### src/rtl/bgf_pkg.sv
package bgf_pkg;

    localparam int DOT_W  = 9;
    localparam int LINE_W = 9;
    localparam int ADDR_W = 14;
    localparam int DATA_W = 8;
    localparam int PH_W   = 3;

    localparam logic [ADDR_W-1:0] NAME_BASE   = 14'h2000;
    localparam logic [ADDR_W-1:0] ATTR_BASE   = 14'h23C0;
    localparam logic [ADDR_W-1:0] BANK_STRIDE = 14'h1000;
    localparam logic [ADDR_W-1:0] PLANE_GAP   = 14'h0008;

    typedef enum logic [PH_W-1:0] {
        PH_NAME_A = 3'd0,
        PH_NAME_D = 3'd1,
        PH_ATTR_A = 3'd2,
        PH_ATTR_D = 3'd3,
        PH_LO_A   = 3'd4,
        PH_LO_D   = 3'd5,
        PH_HI_A   = 3'd6,
        PH_HI_D   = 3'd7
    } phase_e;

    typedef struct packed {
        logic [DATA_W-1:0] name;
        logic [DATA_W-1:0] attr;
        logic [DATA_W-1:0] lo;
        logic [DATA_W-1:0] hi;
    } tile_set_t;

    // tile column of a slot, taken at its first phase: dot / 8
    function automatic logic [ADDR_W-1:0] name_addr(input logic [LINE_W-1:0] ln,
                                                    input logic [DOT_W-1:0]  dt);
        logic [ADDR_W-1:0] row;
        logic [ADDR_W-1:0] col;
        row = ADDR_W'(ln >> 3);
        col = ADDR_W'(dt >> 3);
        return NAME_BASE + (row << 5) + col;
    endfunction

    function automatic logic [ADDR_W-1:0] attr_addr(input logic [LINE_W-1:0] ln,
                                                    input logic [DOT_W-1:0]  dt);
        logic [ADDR_W-1:0] row;
        logic [ADDR_W-1:0] col;
        row = ADDR_W'(ln >> 3);
        col = ADDR_W'(dt >> 3);
        return ATTR_BASE + ((row >> 2) << 3) + (col >> 2);
    endfunction

    function automatic logic [ADDR_W-1:0] pat_addr(input logic              bank,
                                                   input logic [DATA_W-1:0] name,
                                                   input logic [LINE_W-1:0] ln,
                                                   input logic              upper);
        logic [ADDR_W-1:0] a;
        a = ADDR_W'({name, 4'b0000}) + ADDR_W'(ln[2:0]);
        if (bank)  a = a + BANK_STRIDE;
        if (upper) a = a + PLANE_GAP;
        return a;
    endfunction

endpackage

### src/rtl/bgf_phase_dec.sv
module bgf_phase_dec
    import bgf_pkg::*;
#(
    parameter int LAST_DOT  = 248,
    parameter int VIS_LINES = 240,
    parameter int PRE_LINE  = 261,
    parameter int CLR_FIRST = 257,
    parameter int CLR_LAST  = 320
) (
    input  logic [DOT_W-1:0]  dot,
    input  logic [LINE_W-1:0] line,
    input  logic              bg_en,
    output phase_e            phase,
    output logic              active,
    output logic              spr_clr
);
    logic [DOT_W-1:0] dot_m1;
    logic             visible;
    logic             in_fetch;
    logic             in_clr;

    assign dot_m1   = dot - DOT_W'(1);
    assign phase    = phase_e'(dot_m1[PH_W-1:0]);
    assign visible  = line < LINE_W'(VIS_LINES);
    assign in_fetch = (dot != '0) && (dot <= DOT_W'(LAST_DOT));
    assign in_clr   = (dot >= DOT_W'(CLR_FIRST)) && (dot <= DOT_W'(CLR_LAST));
    assign active   = bg_en && visible && in_fetch;
    assign spr_clr  = in_clr && (visible || (line == LINE_W'(PRE_LINE)));

endmodule

### src/rtl/bgf_addr_gen.sv
module bgf_addr_gen
    import bgf_pkg::*;
(
    input  logic              clk,
    input  logic              rst,
    input  phase_e            phase,
    input  logic              active,
    input  logic [DOT_W-1:0]  dot,
    input  logic [LINE_W-1:0] line,
    input  logic              pat_sel,
    input  logic [DATA_W-1:0] name_byte,
    output logic [ADDR_W-1:0] mem_addr,
    output logic              mem_rd_en
);
    always_comb begin
        mem_addr  = '0;
        mem_rd_en = 1'b0;
        if (active) begin
            unique case (phase)
                PH_NAME_A: begin mem_addr = name_addr(line, dot);                    mem_rd_en = 1'b1; end
                PH_ATTR_A: begin mem_addr = attr_addr(line, dot);                    mem_rd_en = 1'b1; end
                PH_LO_A:   begin mem_addr = pat_addr(pat_sel, name_byte, line, 1'b0); mem_rd_en = 1'b1; end
                PH_HI_A:   begin mem_addr = pat_addr(pat_sel, name_byte, line, 1'b1); mem_rd_en = 1'b1; end
                default:   ;
            endcase
        end
    end

    // a read is always followed by a data cycle
    p_rd_spaced_r2: assert property (@(posedge clk) disable iff (rst)
        mem_rd_en |=> !mem_rd_en);

    // name reads fall in the name table region
    p_name_region_r3: assert property (@(posedge clk) disable iff (rst)
        (mem_rd_en && phase == PH_NAME_A) |-> (mem_addr[13:10] == 4'b1000));

    // attribute reads fall in the attribute block
    p_attr_region_r4: assert property (@(posedge clk) disable iff (rst)
        (mem_rd_en && phase == PH_ATTR_A) |-> (mem_addr[13:6] == 8'h8F));

    // high plane sits a fixed gap above the low plane of the same slot
    p_plane_gap_r5: assert property (@(posedge clk) disable iff (rst)
        (mem_rd_en && phase == PH_HI_A && $past(mem_rd_en, 2))
            |-> (mem_addr == $past(mem_addr, 2) + PLANE_GAP));

endmodule

### src/rtl/bgf_tile_regs.sv
module bgf_tile_regs
    import bgf_pkg::*;
(
    input  logic              clk,
    input  logic              rst,
    input  logic              active,
    input  phase_e            phase,
    input  logic [DATA_W-1:0] mem_rdata,
    output tile_set_t         nxt,
    output tile_set_t         cur
);
    always_ff @(posedge clk) begin
        if (rst) begin
            nxt <= '0;
            cur <= '0;
        end else if (active) begin
            unique case (phase)
                PH_NAME_D: nxt.name <= mem_rdata;
                PH_ATTR_D: nxt.attr <= mem_rdata;
                PH_LO_D:   nxt.lo   <= mem_rdata;
                PH_HI_D: begin
                    nxt.hi <= mem_rdata;
                    cur    <= '{name: nxt.name, attr: nxt.attr, lo: nxt.lo, hi: mem_rdata};
                end
                default: ;
            endcase
        end
    end

    // the drawing set only moves at the end of a slot
    p_cur_hold_r6: assert property (@(posedge clk) disable iff (rst)
        !(active && phase == PH_HI_D) |=> $stable(cur));

    // the name used for plane reads stays put after its capture
    p_name_hold_r6: assert property (@(posedge clk) disable iff (rst)
        !(active && phase == PH_NAME_D) |=> $stable(nxt.name));

endmodule

### src/rtl/bgf_pix_sel.sv
module bgf_pix_sel
    import bgf_pkg::*;
(
    input  logic              clk,
    input  logic              rst,
    input  logic              active,
    input  logic [DOT_W-1:0]  dot,
    input  tile_set_t         cur,
    output logic [1:0]        pix_idx,
    output logic              pix_valid,
    output logic [DATA_W-1:0] tile_attr
);
    logic [DOT_W-1:0] dot_m1;
    logic [PH_W-1:0]  bit_pos;
    logic [1:0]       idx_d;

    assign dot_m1  = dot - DOT_W'(1);
    assign bit_pos = PH_W'(7) - dot_m1[PH_W-1:0];

    // one 2-bit slice per column, selected MSB first
    logic [1:0] col_px [8];
    for (genvar g = 0; g < 8; g++) begin : g_col
        assign col_px[g] = {cur.hi[g], cur.lo[g]};
    end
    assign idx_d = col_px[bit_pos];

    always_ff @(posedge clk) begin
        if (rst) begin
            pix_idx   <= '0;
            pix_valid <= 1'b0;
            tile_attr <= '0;
        end else begin
            pix_valid <= active;
            pix_idx   <= active ? idx_d : 2'b00;
            tile_attr <= active ? cur.attr : '0;
        end
    end

    // quiet outputs when no pixel is drawn
    p_quiet_r7: assert property (@(posedge clk) disable iff (rst)
        !pix_valid |-> (pix_idx == 2'b00 && tile_attr == '0));

endmodule

### src/rtl/bg_fetch_seq.sv
module bg_fetch_seq
    import bgf_pkg::*;
#(
    parameter int LAST_DOT  = 248,
    parameter int VIS_LINES = 240,
    parameter int PRE_LINE  = 261,
    parameter int CLR_FIRST = 257,
    parameter int CLR_LAST  = 320
) (
    input  logic              clk,
    input  logic              rst,
    input  logic [8:0]        dot,
    input  logic [8:0]        line,
    input  logic              bg_en,
    input  logic              pat_sel,
    output logic [13:0]       mem_addr,
    output logic              mem_rd_en,
    input  logic [7:0]        mem_rdata,
    output logic [1:0]        pix_idx,
    output logic              pix_valid,
    output logic [7:0]        tile_attr,
    output logic              spr_addr_clr
);
    phase_e    phase;
    logic      active;
    tile_set_t nxt;
    tile_set_t cur;

    bgf_phase_dec #(
        .LAST_DOT (LAST_DOT),
        .VIS_LINES(VIS_LINES),
        .PRE_LINE (PRE_LINE),
        .CLR_FIRST(CLR_FIRST),
        .CLR_LAST (CLR_LAST)
    ) u_dec (
        .dot    (dot),
        .line   (line),
        .bg_en  (bg_en),
        .phase  (phase),
        .active (active),
        .spr_clr(spr_addr_clr)
    );

    bgf_addr_gen u_addr (
        .clk      (clk),
        .rst      (rst),
        .phase    (phase),
        .active   (active),
        .dot      (dot),
        .line     (line),
        .pat_sel  (pat_sel),
        .name_byte(nxt.name),
        .mem_addr (mem_addr),
        .mem_rd_en(mem_rd_en)
    );

    bgf_tile_regs u_regs (
        .clk      (clk),
        .rst      (rst),
        .active   (active),
        .phase    (phase),
        .mem_rdata(mem_rdata),
        .nxt      (nxt),
        .cur      (cur)
    );

    bgf_pix_sel u_pix (
        .clk      (clk),
        .rst      (rst),
        .active   (active),
        .dot      (dot),
        .cur      (cur),
        .pix_idx  (pix_idx),
        .pix_valid(pix_valid),
        .tile_attr(tile_attr)
    );

    // dot 0 never produces a pixel
    p_idle_dot0_r1: assert property (@(posedge clk) disable iff (rst)
        (dot == 9'd0) |=> !pix_valid);

    // a disabled background draws nothing and reads nothing
    p_bg_off_r1: assert property (@(posedge clk) disable iff (rst)
        !bg_en |-> (!mem_rd_en ##1 !pix_valid));

    // the sprite address clear window opens on its first dot
    p_clr_start_r8: assert property (@(posedge clk) disable iff (rst)
        $rose(spr_addr_clr) |-> (dot == 9'(CLR_FIRST)));

    // reset leaves the pixel outputs quiet
    p_reset_quiet_r9: assert property (@(posedge clk)
        rst |=> (!pix_valid && pix_idx == 2'b00 && tile_attr == 8'h00));

endmodule

### config.mk
export PLATFORM = sky130hd
export DESIGN_NAME = bg_fetch_seq
export DESIGN_NICKNAME = d
export VERILOG_FILES = /design/src/rtl/bgf_pkg.sv /design/src/rtl/bgf_phase_dec.sv /design/src/rtl/bgf_addr_gen.sv /design/src/rtl/bgf_tile_regs.sv /design/src/rtl/bgf_pix_sel.sv /design/src/rtl/bg_fetch_seq.sv
export SDC_FILE = /design/constraint.sdc
export NUM_CORES = 1
export LEC_CHECK = 0
export BUFFER_PORTS_ARGS = -buffer_cell sky130_fd_sc_hd__buf_2
export CAP_MARGIN = 20
export CORE_MARGIN = 8
export CORE_UTILIZATION = 55
export DETAILED_ROUTE_END_ITERATION = 7
export GPL_TIMING_DRIVEN = 0
export PLACE_DENSITY_LB_ADDON = 0.12
export SYNTH_ARGS = -nofsm -noshare
export SYNTH_HDL_FRONTEND = slang
export SYNTH_HIERARCHICAL = 1
export SYNTH_SLANG_ARGS = --single-unit
### constraint.sdc
create_clock -name clk -period 3.75 [get_ports clk]
set_clock_uncertainty 0.1 [all_clocks]
set_input_delay 0.1875 -clock clk [delete_from_list [all_inputs] [get_ports clk]]
set_output_delay 0.1875 -clock clk [all_outputs]
set_load 0.1 [all_outputs]
==> impl_metrics.json <==
{
  "p_leak_nw": 1.79,
  "vias": 2492,
  "crit_start": "dot[0]",
  "cp_slowest_cell": "nor4b_2",
  "grt_max_degree": 11,
  "r2r-start": "u_regs/cur[15]",
  "fin_util_pct": 67.6,
  "n_antenna_cell": 0,
  "clk_path_buf_depth": 2,
  "cts_hold_buffers": 0,
  "tns_ns": 0,
  "avgRoutedWirePerCell_um": 16.1,
  "antenna_left": 0,
  "min_path_type": "in2reg",
  "cts-root-buf": "clkbuf_8",
  "worstPathRequired_ns": 3.46,
  "grt_pass1_vias": 2556,
  "die_x_um": 91.5,
  "design.core.area_um2": 5510,
  "crit_type": "in2out",
  "fin_nets": 422,
  "drive_gt1_share_pct": 25.8,
  "rsz0062_at_grt": "false",
  "syn2layout_area_growth_pct": 18.8,
  "mostFrequentLayoutCell": "mux2i_1",
  "max-vdd-ir-drop_mv": 0.337,
  "r2r_setup_slack_ns": 2.72,
  "cp.arrival_ns": 2.92,
  "antenna_found_initial": 0,
  "syn_area_um2": 3140,
  "htree_num_levels": 3,
  "fin_crit_sh_pct": 85.5,
  "drc": 0,
  "drt_pre_antenna_iters": 4,
  "cts_buffers": 9,
  "path_cells": "buf_2 > inv_1 > ha_1 > nand2b_2 > nand4_1 > nor4b_2 > nand2b_2 > inv_1 > o2111ai_1 > o211ai_1 > buf_2",
  "setup_violations": 0,
  "rr_worst_depth": 3,
  "cp_num_buf_inv": 4,
  "critPathCapture": "mem_addr[10]",
  "dr.first_iter.drc_count": 111,
  "multi_input_area_um2": 1790,
  "seqCellArea_um2": 1180,
  "avgSynthCellArea_um2": 9.92,
  "grt_overflow": 0,
  "crit_fanout": 9,
  "cts_setup_buffers": 0,
  "endpoint_kind": "output pin",
  "slew_violations": 0,
  "status": "finished, final reports clean",
  "wl_mm": 7.40,
  "gp_congestion": 0.876,
  "grt_pass1_wl_mm": 11.9,
  "port_buffers": 56,
  "via_per_inst": 5.43,
  "cts_tree": "done",
  "n_fill_cell": 426,
  "relSlewSlack_pct": 25.0,
  "cap_violations": 0,
  "min_period_ns": 3.21,
  "reg2reg_to": "u_pix/pix_idx[0]",
  "hold_viol": 0,
  "holdWs_ns": 0.161,
  "startpoint_type": "input port",
  "start_util_pct": 56.9,
  "worst_slew_pin_slew_ns": 1.12,
  "max_freq_mhz": 312,
  "die_h_um": 91.5,
  "final_cell_mix": "61 x mux2i_1, 59 x buf_2, 59 x dfxtp_1",
  "syn_inst": 316,
  "clkLatencyLatePin_ns": 0.32,
  "post_cts_resized": 0,
  "critical-path-top-delay-family": "simple AND/OR/NAND/NOR gates",
  "rows": 27,
  "yosys_warnings": 6,
  "cp.depth": 11,
  "dieArea_um2": 8370,
  "path_clk_slew_ns": 0.06,
  "slowest_delay_ns": 0.90,
  "power_density_nw_per_um2": 375,
  "cts.sinks": 59,
  "pin_count": 57,
  "synth_nets": 355,
  "place_hpwl_mm": 5.44,
  "grt_use_total_pct": 17.5
}
-- power breakdown --
part / internal, mW / switching [mW]
Clock: 0.338 / 0.237
Combinational: 0.0747 / 0.117
Sequential: 0.630 / 0.00131
-- worst min-delay path by stage --
stage / startpoint / end / cells past startpoint
floorplan: mem_rdata[0] / u_regs/cur[0] / 2
global placement: u_regs/cur[16] / u_pix/tile_attr[0] / 1
detailed placement: u_regs/cur[20] / u_pix/tile_attr[4] / 1
CTS: mem_rdata[6] / u_regs/cur[6] / 3
global route: mem_rdata[6] / u_regs/cur[6] / 3
finish: mem_rdata[6] / u_regs/cur[6] / 3
-- tightest hold or removal path, stage by stage --
cell	delay [ns]
buf_2	0.08
nand2b_1	0.12
mux2i_1	0.15
-- sequential cells by signal, indices dropped and copies added (netlist names) --
register	cells
u_pix/tile_attr	8
u_pix/pix_idx	2
u_regs/nxt	24
u_pix/pix_valid	1
u_regs/cur	24
-- metrics by stage --
stage	instances	area [um^2]	total power, mW	setup WS, ns
finish	459	3720	1.40	0.544
global placement	444	3520	0.833	0.614
detailed placement	444	3520	0.835	0.590
floorplan	316	3150	0.780	0.279
CTS	459	3720	1.41	0.575
global route	459	3720	1.44	0.354
-- layout make-up --
| cell class | instances | area share (%) |
|---|---|---|
| Timing Repair Buffer | 56 | 7.52 |
| Buffer | 20 | 3.93 |
| Multi-Input combinational cell | 228 | 48.1 |
| Clock buffer | 11 | 4.06 |
| Inverter | 9 | 0.907 |
| Sequential cell | 59 | 31.7 |
| Clock inverter | 4 | 1.34 |
| Tap cell | 72 | 2.42 |
-- per-layer routing --
metal  vias to the layer above  routed length, um  GRT usage [%]
met3                         8                453           5.35
met2                        77               3580           30.4
li1                       1239                  -              -
met5                         -                  0              0
met4                         0                 68           7.78
met1                      1168               3290           19.2
Power figures use the tool's default switching activity.
